$ cat src/rtl/arb_pkg.sv
package arb_pkg;

    typedef enum logic [1:0] {
        CTL_IDLE  = 2'd0,
        CTL_ARB   = 2'd1,
        CTL_GRANT = 2'd2
    } ctl_state_e;

    typedef enum logic [1:0] {
        AG_IDLE = 2'd0,
        AG_WAIT = 2'd1,
        AG_OWN  = 2'd2,
        AG_COOL = 2'd3
    } ag_state_e;

    typedef struct packed {
        ag_state_e st;
        logic      alive;
    } ag_regs_t;

endpackage

$ cat src/rtl/arb_lines.sv
module arb_lines #(
    parameter int N_REQ = 16,
    parameter int LVL_W = 4
) (
    input  logic [LVL_W-1:0] prio_drv [N_REQ],
    input  logic [N_REQ-1:0] pend_drv,
    input  logic [N_REQ-1:0] hold_drv,
    input  logic [N_REQ-1:0] own_drv,
    output logic [LVL_W-1:0] prio_bus,
    output logic             pend_line,
    output logic             hold_line,
    output logic             owned_line
);

    // Active-low wired lines: any agent driving zero pulls the line low.
    always_comb begin
        prio_bus = '1;
        for (int i = 0; i < N_REQ; i++) begin
            prio_bus = prio_bus & prio_drv[i];
        end
    end

    assign pend_line  = |pend_drv;
    assign hold_line  = |hold_drv;
    assign owned_line = |own_drv;

endmodule

$ cat src/rtl/arb_central.sv
module arb_central
    import arb_pkg::*;
#(
    parameter int ARB_CYC = 4,
    parameter int HOLD_TO = 16,
    localparam int CNT_W  = (ARB_CYC > 1) ? $clog2(ARB_CYC) : 1,
    localparam int TO_W   = $clog2(HOLD_TO + 1)
) (
    input  logic             clk,
    input  logic             rst_n,
    input  logic             pend_line,
    input  logic             hold_line,
    input  logic             owned_line,
    output logic             arb_phase,
    output logic [CNT_W-1:0] arb_cnt,
    output logic             force_off
);

    localparam logic [CNT_W-1:0] LAST_CNT = CNT_W'(ARB_CYC - 1);
    localparam logic [TO_W-1:0]  TO_LIM   = TO_W'(HOLD_TO);

    typedef struct packed {
        ctl_state_e      st;
        logic [CNT_W-1:0] cnt;
        logic [TO_W-1:0]  to;
    } ctl_regs_t;

    ctl_regs_t r_d, r_q;

    always_comb begin
        r_d = r_q;
        unique case (r_q.st)
            CTL_IDLE: begin
                r_d.to  = '0;
                r_d.cnt = '0;
                if (pend_line && !hold_line) begin
                    r_d.st = CTL_ARB;
                end
            end
            CTL_ARB: begin
                if (r_q.cnt == LAST_CNT) begin
                    r_d.st  = CTL_GRANT;
                    r_d.cnt = '0;
                end else begin
                    r_d.cnt = r_q.cnt + 1'b1;
                end
            end
            CTL_GRANT: begin
                if (!owned_line) begin
                    r_d.st = CTL_IDLE;
                    r_d.to = '0;
                end else if (pend_line && !hold_line) begin
                    if (r_q.to != TO_LIM) begin
                        r_d.to = r_q.to + 1'b1;
                    end
                end else begin
                    r_d.to = '0;
                end
            end
            default: r_d.st = CTL_IDLE;
        endcase
    end

    always_ff @(posedge clk or negedge rst_n) begin
        if (!rst_n) begin
            r_q <= '{st: CTL_IDLE, cnt: '0, to: '0};
        end else begin
            r_q <= r_d;
        end
    end

    assign arb_phase = (r_q.st == CTL_ARB);
    assign arb_cnt   = r_q.cnt;
    assign force_off = (r_q.st == CTL_GRANT) && (r_q.to == TO_LIM);

endmodule

$ cat src/rtl/arb_agent.sv
module arb_agent
    import arb_pkg::*;
#(
    parameter int LVL_W   = 4,
    parameter int ARB_CYC = 4,
    parameter logic [LVL_W-1:0] MY_LVL = '0,
    localparam int CNT_W  = (ARB_CYC > 1) ? $clog2(ARB_CYC) : 1
) (
    input  logic             clk,
    input  logic             rst_n,
    input  logic             dev_req,
    input  logic             dev_burst,
    input  logic             arb_phase,
    input  logic [CNT_W-1:0] arb_cnt,
    input  logic [LVL_W-1:0] prio_bus,
    input  logic             pend_line,
    input  logic             force_off,
    output logic [LVL_W-1:0] prio_drv,
    output logic             pend_drv,
    output logic             hold_drv,
    output logic             own_drv,
    output logic             gnt
);

    localparam logic [CNT_W-1:0] LAST_CNT = CNT_W'(ARB_CYC - 1);

    ag_regs_t r_d, r_q;
    logic     drop_out;
    logic     wins;

    // One bit is resolved per window cycle, MSB first. Higher bits are
    // already settled, so only the current bit decides withdrawal.
    always_comb begin
        drop_out = 1'b0;
        for (int k = 0; k < LVL_W; k++) begin
            if (int'(arb_cnt) == (LVL_W - 1 - k)) begin
                drop_out = MY_LVL[k] && !prio_bus[k];
            end
        end
    end

    assign wins = arb_phase && (arb_cnt == LAST_CNT) && r_q.alive &&
                  !drop_out && (prio_bus == MY_LVL);

    always_comb begin
        r_d = r_q;
        unique case (r_q.st)
            AG_IDLE: begin
                r_d.alive = 1'b0;
                if (dev_req) begin
                    r_d.st = AG_WAIT;
                end
            end
            AG_WAIT: begin
                if (!arb_phase) begin
                    r_d.alive = 1'b1;
                end else if (wins) begin
                    r_d.st    = AG_OWN;
                    r_d.alive = 1'b0;
                end else begin
                    r_d.alive = r_q.alive && !drop_out;
                end
            end
            AG_OWN: begin
                if (!dev_req || force_off) begin
                    r_d.st = AG_COOL;
                end
            end
            AG_COOL: begin
                if (!pend_line) begin
                    r_d.st = AG_IDLE;
                end
            end
            default: r_d.st = AG_IDLE;
        endcase
    end

    always_ff @(posedge clk or negedge rst_n) begin
        if (!rst_n) begin
            r_q <= '{st: AG_IDLE, alive: 1'b0};
        end else begin
            r_q <= r_d;
        end
    end

    assign prio_drv = (r_q.st == AG_WAIT && arb_phase && r_q.alive) ? MY_LVL : '1;
    assign pend_drv = (r_q.st == AG_WAIT);
    assign own_drv  = (r_q.st == AG_OWN);
    assign hold_drv = (r_q.st == AG_OWN) && dev_burst;
    assign gnt      = (r_q.st == AG_OWN);

endmodule

$ cat src/rtl/prio_arb_top.sv
module prio_arb_top #(
    parameter int N_REQ   = 16,
    parameter int LVL_W   = 4,
    parameter int ARB_CYC = 4,
    parameter int HOLD_TO = 16
) (
    input  logic             clk,
    input  logic             rst_n,
    input  logic [N_REQ-1:0] dev_req_i,
    input  logic [N_REQ-1:0] dev_burst_i,
    output logic [N_REQ-1:0] gnt_o
);

    localparam int CNT_W = (ARB_CYC > 1) ? $clog2(ARB_CYC) : 1;

    logic [LVL_W-1:0] prio_drv [N_REQ];
    logic [N_REQ-1:0] pend_drv;
    logic [N_REQ-1:0] hold_drv;
    logic [N_REQ-1:0] own_drv;
    logic [LVL_W-1:0] prio_bus;
    logic             pend_line;
    logic             hold_line;
    logic             owned_line;
    logic             arb_phase;
    logic [CNT_W-1:0] arb_cnt;
    logic             force_off;

    arb_central #(
        .ARB_CYC (ARB_CYC),
        .HOLD_TO (HOLD_TO)
    ) ctl_i (
        .clk        (clk),
        .rst_n      (rst_n),
        .pend_line  (pend_line),
        .hold_line  (hold_line),
        .owned_line (owned_line),
        .arb_phase  (arb_phase),
        .arb_cnt    (arb_cnt),
        .force_off  (force_off)
    );

    arb_lines #(
        .N_REQ (N_REQ),
        .LVL_W (LVL_W)
    ) lines_i (
        .prio_drv   (prio_drv),
        .pend_drv   (pend_drv),
        .hold_drv   (hold_drv),
        .own_drv    (own_drv),
        .prio_bus   (prio_bus),
        .pend_line  (pend_line),
        .hold_line  (hold_line),
        .owned_line (owned_line)
    );

    for (genvar i = 0; i < N_REQ; i++) begin : g_agent
        localparam logic [LVL_W-1:0] AG_LVL = LVL_W'(i);
        arb_agent #(
            .LVL_W   (LVL_W),
            .ARB_CYC (ARB_CYC),
            .MY_LVL  (AG_LVL)
        ) agent_i (
            .clk       (clk),
            .rst_n     (rst_n),
            .dev_req   (dev_req_i[i]),
            .dev_burst (dev_burst_i[i]),
            .arb_phase (arb_phase),
            .arb_cnt   (arb_cnt),
            .prio_bus  (prio_bus),
            .pend_line (pend_line),
            .force_off (force_off),
            .prio_drv  (prio_drv[i]),
            .pend_drv  (pend_drv[i]),
            .hold_drv  (hold_drv[i]),
            .own_drv   (own_drv[i]),
            .gnt       (gnt_o[i])
        );
    end

endmodule

$ cat config.mk
export PLATFORM = sky130hd
export DESIGN_NAME = prio_arb_top
export DESIGN_NICKNAME = d
export VERILOG_FILES = /design/src/rtl/arb_pkg.sv /design/src/rtl/arb_lines.sv /design/src/rtl/arb_central.sv /design/src/rtl/arb_agent.sv /design/src/rtl/prio_arb_top.sv
export SDC_FILE = /design/constraint.sdc
export NUM_CORES = 1
export LEC_CHECK = 0
export BUFFER_PORTS_ARGS = -buffer_cell sky130_fd_sc_hd__buf_2
export CORE_MARGIN = 8
export CORE_UTILIZATION = 25
export DETAILED_ROUTE_END_ITERATION = 8
export GPL_TIMING_DRIVEN = 0
export HOLD_SLACK_MARGIN = 0.03
export REMOVE_ABC_BUFFERS = 1
export SYNTH_ARGS = -nofsm -noshare
export SYNTH_HDL_FRONTEND = slang
export SYNTH_SLANG_ARGS = --single-unit
$ cat constraint.sdc
create_clock -name clk -period 3.8 [get_ports clk]
set_input_delay 0.57 -clock clk [delete_from_list [all_inputs] [get_ports clk]]
set_output_delay 0.57 -clock clk [all_outputs]
set_load 0.05 [all_outputs]
==> impl_metrics.csv, run 1 <==
group,metric,value,unit
logic_synthesis,synth_top_area_share,30.0,%
power,cellInternalPower,2.32,mW
logic_synthesis,ys_seq_area_share,30.0,%
logic_synthesis,synth.area.top_cells,"dfrtp_1 30%, ha_1 18%, inv_1 4.6%",
power,power,4.45,mW
power,seqPwrFrac,24.5,%
global_route,grt_use_total,12.0,%
clock_network,clock_latency,0.34,ns
clock_network,cts_tree,"built",
worst_hold_path,hp-class,"in2async",
global_route,grt_pass1_wl,22.4,mm
finish,fin_cells,798,
placed_design,numPortBuffers,49,
finish,antennaDiodeCount,0,
power,leakage,2.56,nW
logic_synthesis,ys_ff_latch,57,
floorplanning,initial_core_util,25.5,%
drt,drcViolationCount,0,
floorplanning,io-pin-count,50,
placed_design,placedCellCount,778,
drt,vias_per_cell,5.17,
finish,final_util,29.2,%
timing,rsz0062_at_grt,"false",
floorplanning,chipWidth,154,um
timing,hold_viol,0,
critical_path,path_buf_inv,0,
critical_path,critPathLaunchType,"register",
finish,register_area,1430,um^2
drt,avgRoutedWirePerCell,17.5,um
critical_path,crit_family,"compound AO/OA/AOI/OAI gates",
placed_design,routabilityCongestion,0.949,
logic_synthesis,synth_cells,522,
timing,post-route-min-period,3.50,ns
logic_synthesis,synth_edf_count,0,
timing,final-setup-viol-count,0,
logic_synthesis,syn_area,4760,um^2
finish,drive_above_1_share,15.6,%
finish,final_nets,663,
clock_network,path_clk_slew,0.05,ns
finish,mostFrequentLayoutCells,"70 x ha_1, 58 x inv_1, 57 x dfrtp_1, 48 x buf_2, 34 x nor2_1",
timing,fmax,286,MHz
logic_synthesis,yosys.area.top_type,"dfrtp_1",
finish,multiInputGateArea,2950,um^2
clock_network,clock_sinks,57,
global_route,grt_start_max_net_pins,58,
power,ir_worst_vdd,345,uV
critical_path,critPathArrivalTime,3.73,ns
run,drv_cap,0,
global_route,grt_pass1_vias,4095,
power,combPwrFrac,57.6,%
finish,nFillCells,1964,
critical_path,cpPeakStageDelay,1.01,ns
power,switching_share,47.8,%
logic_synthesis,yosysWarnings,0,
timing,relSlewSlack,18.2,%
finish,final_common_cell,"ha_1",
floorplanning,die-area,23700,um^2
finish,area_delta_synth_final,14.6,%
global_route,overflow,0,
critical_path,crit_fanout,15,
timing,fin_skew,0.00504,ns
clock_network,h-tree-depth,3,
critical_path,cp_data_required_time,4.03,ns
drt,dr.pass1.iters,5,
floorplanning,rows,50,
timing,tightest_slew,1.22,ns
timing,period_share,92.1,%
power,p_clk_share,17.9,%
timing,hold_ws,0.300,ns
placed_design,place_hpwl,10.6,mm
global_route,grt_antenna_before_repair,0,
run_status,status,"completed",
critical_path,critPathKind,"reg2reg",
logic_synthesis,async_flop_share,100,%
clock_network,cts_buffers,9,
logic_synthesis,synth.avg_cell_area,9.12,um^2
clock_network,cts-root-buf,"clkbuf_16",
floorplanning,die_h,154,um
power,p_sw,2.13,mW
power,powerDensity,816,nW/um^2
clock_network,ctsHoldBuffers,0,
floorplanning,fp.coreArea,18700,um^2
timing,setup-tns-final,0,ns
clock_network,clockBufferDepth,2,
logic_synthesis,synth_cell_types,53,
critical_path,end_kind,"register",
drt,first_iter_violations,291,
critical_path,crit_slowest_cell,"nor2b_1",
critical_path,crit_chain,"nor2b_1, o41ai_1, a21oi_1, o2111ai_1, a221o_1, mux2_2",
drt,ant_nets,0,
logic_synthesis,synth-main-ff-cell,"dfrtp_1",
timing,maxSlewViolCount,0,
drt,wirelength,14.0,mm
drt,vias,4126,
## synth_stat cells (4+ instances only)
cell type,n
o21ai_0,19
inv_1,58
mux2_2,13
a221oi_1,5
mux2i_1,18
nand3_1,30
nor3_1,6
a221o_1,7
clkbuf_1,9
o2111ai_1,9
nor4_1,11
nor2_1,34
a22oi_1,12
nand4_1,16
and3_1,4
nand2_1,27
o211ai_1,7
ha_1,70
buf_4,16
o31ai_1,5
a31oi_1,8
a21oi_1,16
nand3b_1,4
dfrtp_1,57
a22o_1,14
## power groups by stage
| stage | Sequential (mW) | Clock [mW] | Combinational, mW |
|---|---|---|---|
| global placement | 1.08 | 0 | 2.51 |
| global route | 1.13 | 0.846 | 2.84 |
| detailed placement | 1.09 | 0 | 2.55 |
| CTS | 1.09 | 0.816 | 2.55 |
| floorplan | 1.03 | 0 | 1.96 |
| finish | 1.09 | 0.798 | 2.56 |
## timing repair
action / CTS / global route
setup buffers: 0 / 4
resized for setup: 0 / 0
setup endpoints to repair: 0 / 2
hold endpoints to repair: 0 / 0
## flip-flops by register name, indices dropped and copies added (netlist names)
signal,flops
ctl_i.arb_cnt,2
ctl_i.r_q,7
g_agent.agent_i.r_q,48
## metrics by stage
stage	area [um^2]	worst slack, ns
global route	5460	0.142
global placement	5130	0.280
floorplan	4590	1.13
CTS	5420	0.281
finish	5460	0.299
detailed placement	5130	0.283
## worst paths after layout
path / startpoint / endpoint / slack [ns] / depth (start not counted)
min in group clk: g_agent[13].agent_i.r_q[0]$_DFFE_PN0P_ / g_agent[13].agent_i.r_q[0]$_DFFE_PN0P_ / 0.53 / 2
max in group asynchronous: rst_n / g_agent[15].agent_i.r_q[2]$_DFFE_PN0P_ / 2.97 / 1
setup / recovery: ctl_i.r_q[7]$_DFFE_PN0P_ / g_agent[1].agent_i.r_q[2]$_DFFE_PN0P_ / 0.30 / 6
hold / removal: rst_n / g_agent[11].agent_i.r_q[2]$_DFFE_PN0P_ / 0.30 / 1
setup reg to reg: ctl_i.r_q[7]$_DFFE_PN0P_ / g_agent[1].agent_i.r_q[2]$_DFFE_PN0P_ / 0.30 / 6
hold reg to reg: g_agent[13].agent_i.r_q[0]$_DFFE_PN0P_ / g_agent[13].agent_i.r_q[0]$_DFFE_PN0P_ / 0.53 / 2
## logic make-up after synthesis
family	share of synthesized area, %
buf+inv	8.14
mux	7.41
flops	30.0
simple gates	17.3
fa+ha+maj	18.4
compound gates	18.8
## layout make-up
| cell class | count | share of cell area (%) |
|---|---|---|
| inverters | 58 | 3.99 |
| multi-input cells | 380 | 54.0 |
| flip-flops and latches | 57 | 26.1 |
| repair buffers | 53 | 5.09 |
| clock buffers | 14 | 5.21 |
| clock inverters | 2 | 0.183 |
| well taps | 234 | 5.37 |
## routing by layer
metal | wire length [um] | global-route usage (%) | vias up
li1 | - | - | 1986
met1 | 6080 | 14.2 | 1954
met2 | 6530 | 19.8 | 154
met3 | 1010 | 3.95 | 32
met4 | 325 | 4.39 | 0
met5 | 0 | 0 | -
Power figures use the tool's default switching activity.
==> run 2, diff against run 1 <==
- CORE_UTILIZATION: 25 -> 55
- PLACE_DENSITY: not set -> 0.75
==> impl_metrics.csv, run 2 (synthesis results as in run 1) <==
group,metric,value,unit
drt,avgRoutedWirePerCell,20.3,um
critical_path,critPathKind,"reg2reg",
placed_design,pre_cts_ws,0.247,ns
placed_design,numPortBuffers,49,
clock_network,path_clk_slew,0.07,ns
drt,vias_per_cell,6.34,
power,leakage,2.52,nW
global_route,grt_pass1_vias,4258,
finish,register_area,1430,um^2
global_route,use_met1,29.6,%
timing,fmax,283,MHz
global_route,busiest_layer,"met2",
clock_network,clockBufferDepth,2,
floorplanning,die_h,109,um
timing,maxSlewViolCount,0,
power,power,4.36,mW
clock_network,clock_sinks,57,
clock_network,cts_tree,"built",
finish,largest_reg_flops,48,
global_route,grt_use_total,23.4,%
finish,area_delta_synth_final,9.75,%
floorplanning,chipWidth,109,um
global_route,grt_antenna_before_repair,0,
run,drv_cap,0,
finish,final_nets,662,
floorplanning,io-pin-count,50,
floorplanning,initial_core_util,55.7,%
timing,final-setup-viol-count,0,
placed_design,routabilityCongestion,0.998,
finish,final_util,61.1,%
critical_path,crit_fanout,15,
timing,post-route-min-period,3.53,ns
drt,dr.pass1.iters,6,
finish,multiInputGateArea,2950,um^2
clock_network,clock_latency,0.34,ns
power,ir_worst_vdd,600,uV
timing,tightest_slew,1.28,ns
critical_path,critPathArrivalTime,3.76,ns
finish,drive_above_1_share,15.6,%
finish,regMostFlops,"g_agent.agent_i.r_q",
global_route,grt_start_max_net_pins,58,
finish,final_common_cell,"ha_1",
critical_path,end_kind,"register",
timing,fin_skew,0.0130,ns
global_route,use_met2,37.9,%
timing,hold_ws,0.297,ns
power,powerDensity,834,nW/um^2
drt,drcViolationCount,0,
placed_design,place_hpwl,10.3,mm
global_route,overflow,0,
drt,ant_nets,0,
drt,wirelength,13.6,mm
clock_network,cts_buffers,9,
clock_network,cts.repair.resized,0,
timing,setup-tns-final,0,ns
clock_network,cts-root-buf,"clkbuf_8",
drt,vias,4257,
finish,antennaDiodeCount,0,
drt,first_iter_violations,371,
floorplanning,rows,34,
timing,relSlewSlack,14.4,%
critical_path,critPathLaunchType,"register",
finish,mostFrequentLayoutCells,"70 x ha_1, 58 x inv_1, 57 x dfrtp_1, 48 x buf_2, 34 x nor2_1",
clock_network,h-tree-depth,3,
floorplanning,fp.coreArea,8550,um^2
timing,hold_viol,0,
run_status,status,"completed",
floorplanning,die-area,11900,um^2
timing,period_share,93.0,%
global_route,grt_pass1_wl,21.9,mm
global_route,grt_util_met3,5.50,%
timing,setup_ws,0.266,ns
worst_hold_path,hp-class,"in2async",
timing,rsz0062_at_grt,"false",
finish,nFillCells,727,
critical_path,cp_data_required_time,4.03,ns
-- run 2: worst max-delay path, stage by stage (launching register included) --
cell and delay [ns]:
dfrtp_1 0.60, nor2b_1 1.05, o41ai_1 0.42, a21oi_1 0.48, o2111ai_1 0.20, a221o_1 0.38
mux2_2 0.28
-- run 2: worst paths after layout --
path	startpoint	end	slack, ns	depth (start not counted)
hold / removal	rst_n	g_agent[8].agent_i.r_q[1]$_DFFE_PN0P_	0.30	1
hold reg to reg	ctl_i.r_q[3]$_DFFE_PN0P_	ctl_i.r_q[3]$_DFFE_PN0P_	0.54	1
max in group asynchronous	rst_n	g_agent[7].agent_i.r_q[0]$_DFFE_PN0P_	3.01	1
setup / recovery	ctl_i.r_q[7]$_DFFE_PN0P_	g_agent[1].agent_i.r_q[2]$_DFFE_PN0P_	0.27	6
setup reg to reg	ctl_i.r_q[7]$_DFFE_PN0P_	g_agent[1].agent_i.r_q[2]$_DFFE_PN0P_	0.27	6
min in group clk	ctl_i.r_q[3]$_DFFE_PN0P_	ctl_i.r_q[3]$_DFFE_PN0P_	0.54	1
-- run 2: final cells by class --
cell class              count  share of cell area [%]
multi-input cells         380                    56.4
flip-flops and latches     57                    27.3
repair buffers             52                    5.17
inverters                  58                    4.17
clock buffers              11                    2.90
well taps                 108                    2.59
clock inverters             5                    1.48
-- run 2: per-stage QoR --
step                      area [um^2]  instances
after floorplan                  4590        495
after global placement           4970        652
after detailed placement         4970        652
after CTS                        5200        668
after global routing             5230        671
final                            5230        671
-- run 2: layer usage --
| layer | vias to the layer above | part of all wire [%] |
|---|---|---|
| met1 | 2078 | 44 |
| met4 | 0 | 2.5 |
| met3 | 36 | 6.1 |
| met5 | - | 0 |
| met2 | 154 | 47 |
| li1 | 1989 | - |
-- run 2: where the power goes --
group / leakage, nW / internal [mW] / switching [mW]
Clock: 0.115 / 0.403 / 0.264
Combinational: 1.73 / 0.981 / 1.62
Sequential: 0.675 / 0.839 / 0.254
-- run 2: timing repair --
action / in CTS / in global routing
setup buffers: 0 / 3
hold buffers: 0 / 0
setup endpoints to repair: 0 / 2
endpoints found under the hold margin: 0 / 0
